[config.mk]
export PLATFORM = sky130hd
export DESIGN_NAME = spim_core
export DESIGN_NICKNAME = d
export VERILOG_FILES = /design/src/rtl/spim_pkg.sv /design/src/rtl/spim_divider.sv /design/src/rtl/spim_shifter.sv /design/src/rtl/spim_ctrl.sv /design/src/rtl/spim_core.sv
export SDC_FILE = /design/constraint.sdc
export NUM_CORES = 1
export LEC_CHECK = 0
export BUFFER_PORTS_ARGS = -buffer_cell sky130_fd_sc_hd__buf_2
export CAP_MARGIN = 0
export CORE_ASPECT_RATIO = 1.4
export CORE_UTILIZATION = 51
export DETAILED_ROUTE_END_ITERATION = 7
export PLACE_DENSITY = 0.75
export SLEW_MARGIN = 20
export SYNTH_ARGS = -nofsm -noshare
export SYNTH_HDL_FRONTEND = slang
export SYNTH_HIERARCHICAL = 1
export SYNTH_SLANG_ARGS = --single-unit
[constraint.sdc]
create_clock -name clk -period 2.1 [get_ports clk]
set_input_delay 0.21 -clock clk [delete_from_list [all_inputs] [get_ports clk]]
set_output_delay 0.21 -clock clk [all_outputs]
set_load 0.05 [all_outputs]
[src/rtl/spim_pkg.sv]
package spim_pkg;

    typedef enum logic [2:0] {
        ST_IDLE,
        ST_SETUP,
        ST_LEAD,
        ST_TRAIL,
        ST_DONE
    } spim_state_e;

    localparam int unsigned SPIM_MIN_HALF = 2;

endpackage

[src/rtl/spim_divider.sv]
module spim_divider #(
    parameter int unsigned DIV_W = 8
) (
    input  logic             clk,
    input  logic             rst_n,
    input  logic             load_i,
    input  logic             run_i,
    input  logic [DIV_W-1:0] half_i,
    output logic             tick_o
);
    import spim_pkg::*;

    localparam logic [DIV_W-1:0] MIN_HALF = DIV_W'(SPIM_MIN_HALF);

    logic [DIV_W-1:0] half_eff;
    logic [DIV_W-1:0] half_q;
    logic [DIV_W-1:0] cnt_q;

    // Clamp the divider so every half-period spans at least two clocks
    assign half_eff = (half_i < MIN_HALF) ? MIN_HALF : half_i;

    always_ff @(posedge clk or negedge rst_n) begin
        if (!rst_n) begin
            half_q <= MIN_HALF;
            cnt_q  <= '0;
        end else if (load_i) begin
            half_q <= half_eff;
            cnt_q  <= half_eff - 1'b1;
        end else if (run_i) begin
            if (cnt_q == '0) begin
                cnt_q <= half_q - 1'b1;
            end else begin
                cnt_q <= cnt_q - 1'b1;
            end
        end
    end

    assign tick_o = run_i && (cnt_q == '0);

endmodule

[src/rtl/spim_shifter.sv]
module spim_shifter #(
    parameter int unsigned WIDTH = 8
) (
    input  logic             clk,
    input  logic             rst_n,
    input  logic             load_i,
    input  logic             lsb_first_i,
    input  logic [WIDTH-1:0] tx_i,
    input  logic             shift_out_i,
    input  logic             sample_in_i,
    input  logic             miso_i,
    output logic             mosi_o,
    output logic [WIDTH-1:0] rx_o
);
    logic [WIDTH-1:0] tx_sr;
    logic [WIDTH-1:0] rx_sr;
    logic [WIDTH-1:0] tx_rev;
    logic [WIDTH-1:0] rx_rev;
    logic             lsb_q;

    // Bit-reversed views let one left-shifting datapath serve both orders
    for (genvar g = 0; g < WIDTH; g++) begin : g_rev
        assign tx_rev[g] = tx_i[WIDTH-1-g];
        assign rx_rev[g] = rx_sr[WIDTH-1-g];
    end

    always_ff @(posedge clk or negedge rst_n) begin
        if (!rst_n) begin
            tx_sr <= '0;
            lsb_q <= 1'b0;
        end else if (load_i) begin
            tx_sr <= lsb_first_i ? tx_rev : tx_i;
            lsb_q <= lsb_first_i;
        end else if (shift_out_i) begin
            tx_sr <= {tx_sr[WIDTH-2:0], 1'b0};
        end
    end

    always_ff @(posedge clk or negedge rst_n) begin
        if (!rst_n) begin
            rx_sr <= '0;
        end else if (sample_in_i) begin
            rx_sr <= {rx_sr[WIDTH-2:0], miso_i};
        end
    end

    assign mosi_o = tx_sr[WIDTH-1];
    assign rx_o   = lsb_q ? rx_rev : rx_sr;

endmodule

[src/rtl/spim_ctrl.sv]
module spim_ctrl #(
    parameter int unsigned WIDTH = 8
) (
    input  logic clk,
    input  logic rst_n,
    input  logic start_i,
    input  logic tick_i,
    input  logic cfg_cpol,
    input  logic cfg_cpha,
    output logic load_o,
    output logic run_o,
    output logic shift_out_o,
    output logic sample_in_o,
    output logic sclk_o,
    output logic busy_o,
    output logic done_o
);
    import spim_pkg::*;

    localparam int unsigned BIT_W = (WIDTH > 1) ? $clog2(WIDTH) : 1;
    localparam logic [BIT_W-1:0] LAST_BIT = BIT_W'(WIDTH - 1);

    spim_state_e state_q;
    spim_state_e state_d;
    logic [BIT_W-1:0] bit_q;
    logic cpha_q;
    logic sclk_q;
    logic accept;
    logic lead_edge;
    logic trail_edge;
    logic running;

    assign accept = start_i && ((state_q == ST_IDLE) || (state_q == ST_DONE));

    // State register
    always_ff @(posedge clk or negedge rst_n) begin
        if (!rst_n) begin
            state_q <= ST_IDLE;
        end else begin
            state_q <= state_d;
        end
    end

    // Next-state decode
    always_comb begin
        state_d = state_q;
        unique case (state_q)
            ST_IDLE:  if (accept) state_d = ST_SETUP;
            ST_SETUP: if (tick_i) state_d = ST_LEAD;
            ST_LEAD:  if (tick_i) state_d = (bit_q == LAST_BIT) ? ST_DONE : ST_TRAIL;
            ST_TRAIL: if (tick_i) state_d = ST_LEAD;
            ST_DONE:  state_d = accept ? ST_SETUP : ST_IDLE;
            default:  state_d = ST_IDLE;
        endcase
    end

    // Output decode
    always_comb begin
        running     = (state_q == ST_SETUP) || (state_q == ST_LEAD) || (state_q == ST_TRAIL);
        lead_edge   = tick_i && ((state_q == ST_SETUP) || (state_q == ST_TRAIL));
        trail_edge  = tick_i && (state_q == ST_LEAD);
        load_o      = accept;
        run_o       = running;
        busy_o      = running;
        done_o      = (state_q == ST_DONE);
        sample_in_o = cpha_q ? trail_edge : lead_edge;
        shift_out_o = cpha_q ? (lead_edge && (state_q == ST_TRAIL))
                             : (trail_edge && (bit_q != LAST_BIT));
        sclk_o      = sclk_q;
    end

    // Bit counter, latched phase and serial clock
    always_ff @(posedge clk or negedge rst_n) begin
        if (!rst_n) begin
            bit_q  <= '0;
            cpha_q <= 1'b0;
            sclk_q <= 1'b0;
        end else begin
            if (accept) begin
                bit_q  <= '0;
                cpha_q <= cfg_cpha;
            end else if (trail_edge) begin
                bit_q <= bit_q + 1'b1;
            end
            if (!running) begin
                sclk_q <= cfg_cpol;
            end else if (tick_i) begin
                sclk_q <= ~sclk_q;
            end
        end
    end

endmodule

[src/rtl/spim_core.sv]
module spim_core #(
    parameter int unsigned WIDTH = 8,
    parameter int unsigned DIV_W = 8
) (
    input  logic             clk,
    input  logic             rst_n,
    input  logic             cfg_cpol,
    input  logic             cfg_cpha,
    input  logic             cfg_lsb_first,
    input  logic [DIV_W-1:0] cfg_half_div,
    input  logic             start_i,
    input  logic [WIDTH-1:0] tx_byte_i,
    output logic [WIDTH-1:0] rx_byte_o,
    output logic             busy_o,
    output logic             done_irq_o,
    output logic             sclk_o,
    output logic             mosi_o,
    input  logic             miso_i
);
    logic load;
    logic run;
    logic tick;
    logic shift_out;
    logic sample_in;

    spim_ctrl #(.WIDTH(WIDTH)) u_ctrl (
        .clk         (clk),
        .rst_n       (rst_n),
        .start_i     (start_i),
        .tick_i      (tick),
        .cfg_cpol    (cfg_cpol),
        .cfg_cpha    (cfg_cpha),
        .load_o      (load),
        .run_o       (run),
        .shift_out_o (shift_out),
        .sample_in_o (sample_in),
        .sclk_o      (sclk_o),
        .busy_o      (busy_o),
        .done_o      (done_irq_o)
    );

    spim_divider #(.DIV_W(DIV_W)) u_div (
        .clk    (clk),
        .rst_n  (rst_n),
        .load_i (load),
        .run_i  (run),
        .half_i (cfg_half_div),
        .tick_o (tick)
    );

    spim_shifter #(.WIDTH(WIDTH)) u_shift (
        .clk         (clk),
        .rst_n       (rst_n),
        .load_i      (load),
        .lsb_first_i (cfg_lsb_first),
        .tx_i        (tx_byte_i),
        .shift_out_i (shift_out),
        .sample_in_i (sample_in),
        .miso_i      (miso_i),
        .mosi_o      (mosi_o),
        .rx_o        (rx_byte_o)
    );

endmodule

After elaboration in Yosys (flattened, before gate mapping)
Cells that the tools add are included.

word-level totals
  register bits = 41
  bits of input ports = 23
  output and inout bits = 12
  logic and storage cells = 62

cells by class
  reductions and logical operators = 17
  equal/unequal tests = 10
  multiplexer cells = 20
  magnitude comparators = 1
  add/sub/neg operators = 4
  bitwise logic cells = 1

operator list
  operator                                                     count
  two-way mux 8 bit                                            8
  subtractor 8 x 1 -> 8 bit (second input constant)            3
  two-way mux 3 bit                                            6
  case mux 3 bit (4 select lines)                              1
  logical NOT 8 bit                                            1
  less-than comparator 8 x 2 -> 1 bit (second input constant)  1
  equality test 3 x 2 -> 1 bit (second input constant)         2
  equality test 3 bit (second input constant)                  2
  logical AND 1 bit                                            6
  != test 2 x 1 -> 1 bit (second input constant)               3
  nonzero test 2 bit                                           3
  two-way mux 1 bit                                            5
  logical OR 1 bit                                             4
  adder 3 x 1 -> 3 bit (second input constant)                 1
  equality test 3 x 1 -> 1 bit (second input constant)         1
  logical NOT 3 bit                                            1
  != test 3 bit (second input constant)                        1
  AND reduction 3 bit                                          1
  != test 2 bit (second input constant)                        1
  OR reduction 2 bit                                           1
  NOT 1 bit                                                    1

Longest topological paths before layout
Gate-level depths: netlist of run 1.

  depth after elaboration = 9
  mapped depth = 12
  depth with buffers taken out = 9

Modules after synthesis
Netlist of run 1, hierarchy kept.

by module, submodules not included
  module        area an instance (sq um)  cells an instance  instances
  spim_divider  989.7                     111                1
  spim_shifter  969.7                     63                 1
  spim_ctrl     459.2                     39                 1

Least setup slack after synthesis of run 1
OpenSTA, ideal clock, no wires.

  path type = register -> register
  start point = register u_ctrl.state_q[0]
  end point = register u_shift.rx_sr[0]
  setup time = 0.125 ns
  stages on the path, launching flop included = 10
  setup slack = -0.572 ns
  data required time = 1.975 ns
  clock period less this slack = 2.672 ns
  arrival = 2.547 ns
  cell sequence = dfrtp_1 -> buf_6 -> nor2_1 -> nor2_1 -> buf_4 -> inv_1 -> nor2_1 -> nor3b_1 -> buf_6 -> mux2_4

between the ends
  word-level cells in the longest chain between the ends = 6
  elaborated cells between the ends (all ways) = 10

RTL lines
  item                                                                          line                              text
  start, declared                                                               spim_ctrl.sv:23                   spim_state_e state_q;
  start signal, assigned                                                        spim_ctrl.sv:40                   state_q <= state_d;
  equality test 3 x 1 -> 1 bit or equality test 3 x 2 -> 1 bit (tied branches)  spim_ctrl.sv:59                   running = (state_q == ST_SETUP) || (state_q == ST_LEAD) || (state_q == ST_TRAIL);
  logical OR 1 bit                                                              spim_ctrl.sv:59
  logical OR 1 bit *                                                            spim_ctrl.sv:59
  named net busy_o                                                              spim_core.sv:14                   output logic busy_o,
  logical AND 1 bit *                                                           spim_divider.sv:38                assign tick_o = run_i && (cnt_q == '0);
  named net tick                                                                spim_core.sv:22                   logic tick;
  logical AND 1 bit (on tied branches)                                          spim_ctrl.sv:60, spim_ctrl.sv:61
  two-way mux 1 bit *                                                           spim_ctrl.sv:66                   sample_in_o = cpha_q ? trail_edge : lead_edge;
  named net sample_in                                                           spim_core.sv:24                   logic sample_in;
  end signal, assigned                                                          spim_shifter.sv:43                rx_sr <= {rx_sr[WIDTH-2:0], miso_i};
  end, declared                                                                 spim_shifter.sv:16                logic [WIDTH-1:0] rx_sr;

Mark *: on every way through the listed nets, which the timed path passes. The rest lies on a longest branch.
A chain may end at the register's enable or synchronous reset.

Final worst setup path of run 1
  start point = register u_ctrl.state_q[0]
  end point = register u_div.cnt_q[4]

between the ends
  word-level cells in the longest chain between the ends = 4
  elaborated cells between the ends (all ways) = 11

RTL lines
  item                                                      line                text
  equality test 3 bit or logical NOT 3 bit (tied branches)  spim_ctrl.sv:33     assign accept = start_i && ((state_q == ST_IDLE) || (state_q == ST_DONE));
  logical OR 1 bit *                                        spim_ctrl.sv:33
  logical AND 1 bit *                                       spim_ctrl.sv:33
  named net load                                            spim_core.sv:20     logic load;
  two-way mux 8 bit or nonzero test 2 bit (tied branches)   n/a
  end signal, assigned                                      spim_divider.sv:28  cnt_q <= half_eff - 1'b1;
  end signal, assigned                                      spim_divider.sv:31  cnt_q <= half_q - 1'b1;
  end signal, assigned                                      spim_divider.sv:33  cnt_q <= cnt_q - 1'b1;
  end, declared                                             spim_divider.sv:17  logic [DIV_W-1:0] cnt_q;

Marked as above.

==> run metrics, run 1 <==
outcome=finished, final reports clean; vias in the first global route=1887; routed via count=1883; hold slack=0.132 ns; core area=around 4500 µm²; # IOs=35; share of post-route cells with drive strength above 1=around 43%; clock net sink count=41; CTS clock-pin slew for the worst setup and hold paths=around 0.080 ns; vias per std cell=5.72; full die area=5030 µm²; Mapped Area=2420 µm²; CTS tree=done; initial antenna violation count=0; root buf cell=clkbuf_8; number of DRC markers in iteration 0=90; Main synth FF type=dfrtp_1; Logic pwr share=42.9%; largest cells by area after synthesis=dfrtp_1 41%, mux2_4 12%, mux2i_1 11%; Crit Path Max Fanout=5; number of cell rows=29; sequential share of power=40.6%; final WL=5140 µm; slowest CP cell=dfrtp_1; pwr dens=1160 nW/µm²; Net Sw Power=1.33 mW; critical path launch point type=flip-flop; Slew headroom=57.9%; WL per Instance=15.6 µm; Port Buffers=34; Critical Setup Path Class=reg2reg; # DRC=0; number of H-tree levels=2; most common cell in the netlist=dfrtp_1; Detail Placement HPWL=3560 µm; global route total overflow=0; pin count of the biggest net entering global routing=28; fin nets=292; Sw Ratio=39.0%; worst hold path type=in2reg; Tot GR Track Use=22.0%; # setup viols final=0; Final Skew=around 0.009 ns; Slew Viols, Final=0; post-layout minimum cycle time=2.01 ns; WP buf/inv=0; Largest stage delay, worst path=between 0.3 and 0.4 ns; delay-heaviest family, CP=simple AND/OR/NAND/NOR gates; hold depth=2; Leakage=1.35 nW; reg2reg start=u_ctrl/state_q[0]; Post-Syn Area per Cell=approximately 11 µm²; Synth Warn #=6; worst vdd ir=701 µV; Max Cap Viol=0; asr flop ratio synth=100%; Placed Cells=approximately 320; Pint=2.08 mW; first-pass GRT wire length=8240 µm; cells traversed along the worst timing path=nor2_4 > and2_4 > nor4b_2 > nand3_1 > and3_2 > ha_1 > nand3_1 > xor2_1 > o21ai_0; cell taking the most area after synthesis=dfrtp_1; GP Congestion=0.876; die height=83.5 µm; Seq cells post-synth=41; Worst Tran Pin Value=0.632 ns; diode count=0; Layout Cells excl Fill=329; Inserted Clock Buffers=5; most used cell, CP=nand3_1; HP Start=cfg_cpol; Final Hold Vio Count=0; Setup crit end kind=flip-flop; post-synth cell types=52; Layout fillers=370; Synth Net Count=239; CP Data Arrival Time=2.20 ns; Worst-Skew Late Latency=0.30 ns; clock share of power=16.5%; Worst Hold Path EP=u_ctrl/sclk_o; Clock Tree Buf Depth=2; Post-DRT Antenna Nets=0; number of synthesized flops with an enable pin=0; dpl ws=-0.00692 ns; worst flop-to-flop path endpoint=u_div/cnt_q[4]; R2R cell count=9; post-synthesis sequential area ratio=42.5%; fmax=between 400 and 500 MHz; die extent in x=60.2 µm; final setup margin=0.0883 ns; top post-synthesis cells by count=40 x dfrtp_1, 26 x mux2i_1, 20 x mux2_4; Tcrit/Tclk final=95.8%; Pre-Repair DR Iteration Count=5; initial core utilization=a little over half; R2R Setup Slk=between 0.08 and 0.09 ns; top cell type's share of synthesized area=41.4%; area grow syn2layout=21.2%; Syn Inst Count=approximately 210; CP required=about 2.3 ns
-- worst max-delay path by stage --
stage                                  end  cells after the start         startpoint
after global routing        u_div/cnt_q[7]                      7  u_ctrl/state_q[0]
final                       u_div/cnt_q[4]                      9  u_ctrl/state_q[0]
after floorplan           u_shift/rx_sr[0]                      8  u_ctrl/state_q[1]
after CTS                   u_div/cnt_q[4]                      9  u_ctrl/state_q[1]
after detailed placement  u_shift/tx_sr[5]                      8     u_div/cnt_q[7]
after global placement    u_shift/tx_sr[4]                      8     u_div/cnt_q[7]
-- layer usage --
layer	vias to the layer above	share of wire [%]	GRT usage [%]
met2	73	52	36.3
met3	20	5.4	5.43
met4	0	2.8	11.4
li1	880	-	-
met5	-	0	0
met1	910	40	25.2
-- power groups by stage --
stage                     combinational, mW  clock [mW]  sequential (mW)
after floorplan                       0.983           0             1.38
after global placement                 1.38           0             1.37
after detailed placement               1.41           0             1.38
after CTS                              1.42       0.586             1.37
after global routing                   1.58       0.617             1.43
final                                  1.46       0.562             1.38
-- flip-flops by register name, summed over array words and instances (netlist names) --
| register | count |
|---|---|
| u_shift/tx_sr | 8 |
| u_shift/lsb_q | 1 |
| u_ctrl/bit_q | 3 |
| u_div/cnt_q | 8 |
| u_ctrl/state_q | 3 |
| u_ctrl/sclk_o | 1 |
| u_shift/rx_sr | 8 |
| u_div/half_q | 8 |
| u_ctrl/cpha_q | 1 |
-- metrics by stage --
stage	power [mW]	instance area (µm²)	util (%)	TNS, ns
3_5_place_dp	2.79	2760	60.7	-0.00755
5_1_grt	3.63	2930	64.6	-0.0109
3_3_place_gp	2.75	2760	60.7	0
2_1_floorplan	2.36	2470	-	0
4_1_cts	3.38	2870	63.3	0
6_report	3.41	2930	64.6	0
-- cells in the final DEF (no fill, tap or decap), types with 5 or more instances in the layout --
| master | n |
|---|---|
| nand3_1 | 5 |
| clkbuf_8 | 7 |
| inv_1 | 9 |
| dfrtp_1 | 40 |
| buf_2 | 34 |
| mux2_4 | 20 |
| nor2_1 | 11 |
| o21ai_0 | 15 |
| mux2i_1 | 25 |
| buf_4 | 19 |
| nand2_1 | 11 |
-- cells by family after synthesis --
group                      share of synthesized area [%]
AOI/OAI and AO/OA                                   10.2
xor gates and xnor gates                            2.17
adders and majority gates                           1.55
buffers and inverters                               5.64
DFF                                                 42.5
muxes                                               24.6
and+or+nand+nor                                     13.4
-- layout make-up --
class | instances | area (µm²) | area share (%)
clock buffers | 7 | 96.3 | 3.29
repair buffers | 56 | 354 | 12.1
inverters | 9 | 33.8 | 1.15
flip-flops and latches | 41 | 1030 | 35.0
multi-input cells | 153 | 1340 | 45.6
clock inverters | 1 | 5.00 | 0.171
well taps | 62 | 77.6 | 2.65
-- repair_timing --
item	CTS	global route
gates cloned	0	2
setup buffers	0	2
resized for setup	1	5
pin swaps	0	4
hold buffers	1	0
setup endpoints to repair	6	13
endpoints found under the hold margin	24	0
Power figures use the tool's default switching activity.
==> run 2: changes to the inputs <==
--- a/config.mk
+++ b/config.mk
@@ -8,6 +8,7 @@
 export BUFFER_PORTS_ARGS = -buffer_cell sky130_fd_sc_hd__buf_2
 export CAP_MARGIN = 0
 export CORE_ASPECT_RATIO = 1.4
+export CORE_MARGIN = 2
 export CORE_UTILIZATION = 51
 export DETAILED_ROUTE_END_ITERATION = 7
 export PLACE_DENSITY = 0.75
==> constraint.sdc (replaced) <==
create_clock -name clk -period 1.68 [get_ports clk]
set_input_delay 0.168 -clock clk [delete_from_list [all_inputs] [get_ports clk]]
set_output_delay 0.168 -clock clk [all_outputs]
set_load 0.05 [all_outputs]
==> run metrics, run 2 (synthesized netlist as in run 1, its figures left out) <==
outcome=finished with violations; failing checks=negative setup slack; Tcrit/Tclk final=118% (+22 points); routed via count=2030 (+7.8%); vias per std cell=5.55 (-3.1%); hold depth=2 (unchanged); Layout Cells excl Fill=366 (+11%); commonest cells after routing, fill and taps aside=49 x buf_4, 39 x dfrtp_1, 34 x buf_2; worst vdd ir=1030 µV (+46%); initial core utilization=53.3% (unchanged); R2R Setup Slk=-0.30 ns (-0.39 ns); Slew headroom=65.6% (+7.7 points); pwr dens=1480 nW/µm² (+28%); Inserted Clock Buffers=5 (unchanged); Final Skew=0.00974 ns (+0.000535 ns); pin count of the biggest net entering global routing=42 (+50%); fmax=505 MHz (+1.7%); Tot GR Track Use=22.0% (about the same); Setup crit end kind=flip-flop; global route total overflow=0 (unchanged); Post-DRT Antenna Nets=0 (unchanged); CP Data Arrival Time=2.16 ns (-0.04 ns); full die area=5320 µm² (+5.8%); Port Buffers=34 (unchanged); final setup margin=-0.299 ns (-0.387 ns); R2R cell count=8 (-1); hold slack=0.102 ns (-0.0297 ns); clock net sink count=41 (unchanged); # DRC=0 (unchanged); Critical Setup Path Class=reg2reg; first-pass GRT wire length=9260 µm (+12%); WL per Instance=15.6 µm (-0.12%); vias in the first global route=2081 (+10%); Worst Hold Path EP=u_shift/rx_sr[0]; fin nets=329 (+13%); CTS tree=done; Final Hold Vio Count=0 (unchanged); post-layout minimum cycle time=1.98 ns (-0.0329 ns); critical path launch point type=flip-flop; worst hold path type=in2reg; # IOs=35 (unchanged); area grow syn2layout=38.8%; die height=85.5 µm (+2.4%); root buf cell=clkbuf_8; HP Start=miso_i; Max Cap Viol=0 (unchanged); Clock Tree Buf Depth=2 (unchanged); Layout fillers=310 (-16%); CTS clock-pin slew for the worst setup and hold paths=0.08 ns (about the same); diode count=0 (unchanged); commonest non-fill, non-tap cell in the layout=buf_4; # setup viols final=30 (+30); share of post-route cells with drive strength above 1=54.3% (+12 points); Worst-Skew Late Latency=0.29 ns (about the same); number of H-tree levels=2 (unchanged); Placed Cells=342 (+8.2%); final WL=5710 µm (+11%); initial antenna violation count=0 (unchanged); die extent in x=62.2 µm (+3.3%); Crit Path Max Fanout=4 (-1); core area=4540 µm² (unchanged); Slew Viols, Final=0 (unchanged); number of DRC markers in iteration 0=83 (-7.8%); Design Power=4.98 mW (+46%); CP required=1.86 ns (-0.42 ns); RSZ-0062 raised after global routing=yes; worst flop-to-flop path endpoint=u_ctrl/bit_q[0]; GP Congestion=0.897 (+2.5%); Worst Tran Pin Value=0.516 ns (-0.116 ns); Detail Placement HPWL=3930 µm (+10%); Leakage=1.56 nW (+16%); Pre-Repair DR Iteration Count=4 (-1); reg2reg start=u_div/cnt_q[2]; number of cell rows=29 (unchanged)
run 2: cell types whose count changed in the layout (fill, tap and decap cells not counted), sizes merged:
| cell | change |
|---|---|
| clkbuf | -1 |
| buf | +37 |
| clkinv | +1 |
run 2: worst max-delay path: stages (launching register included):
cell      delay, ns
dfrtp_1        0.43
nor4_4         0.37
nand3_2        0.16
nor2_4         0.13
buf_4          0.13
buf_6          0.10
and4bb_4       0.24
a21oi_2        0.05
mux2_4         0.25
run 2: cell type report:
cell class / count / area (µm²) / share of cell area (%)
tap: 62 / 77.6 / 2.31
inverter: 9 / 33.8 / 1.01
clock inverter: 2 / 13.8 / 0.410
multi-input combinational: 153 / 1470 / 43.8
clock buffer: 6 / 82.6 / 2.46
timing repair buffer: 93 / 649 / 19.3
sequential: 41 / 1030 / 30.6
run 2: power by group:
part           total, mW  internal [mW]  switching [mW]
logic               2.58           1.35            1.24
registers           1.71           1.36           0.351
clock network      0.683          0.333           0.350
run 2: how the worst max path moves through the flow:
stage,startpoint,to,slack (ns)
finish,u_div/cnt_q[2],u_ctrl/bit_q[0],-0.30
global route,u_div/cnt_q[2],u_shift/tx_sr[4],-0.36
CTS,u_div/cnt_q[1],u_shift/tx_sr[2],-0.22
detailed placement,cfg_half_div[7],u_div/cnt_q[4],-0.31
global placement,cfg_half_div[7],u_div/cnt_q[4],-0.29
floorplan,u_ctrl/state_q[0],u_div/cnt_q[7],-0.36
run 2: repair_timing:
item	in CTS	in global routing
gates resized for setup	17	14
pin swaps	17	17
endpoints found under the hold margin	40	0
setup buffers	6	8
hold buffers	1	0
setup endpoints to repair	35	39
gates cloned	2	0
run 2: per-stage QoR:
step	setup slack (ns)	instance area (µm²)	util (%)	TNS [ns]
finish	-0.299	3360	74.0	-6.06
floorplan	-0.355	2540	-	-5.31
CTS	-0.224	3230	71.3	-4.19
global placement	-0.294	3000	66.2	-5.35
global route	-0.362	3360	74.0	-8.31
detailed placement	-0.307	3000	66.2	-5.80
run 2: layer usage:
layer | track usage (%) | part of all wire [%]
met5 | 0 | 0
met4 | 9.09 | 2.8
met3 | 3.98 | 3.9
met2 | 41.4 | 55
met1 | 24.2 | 38
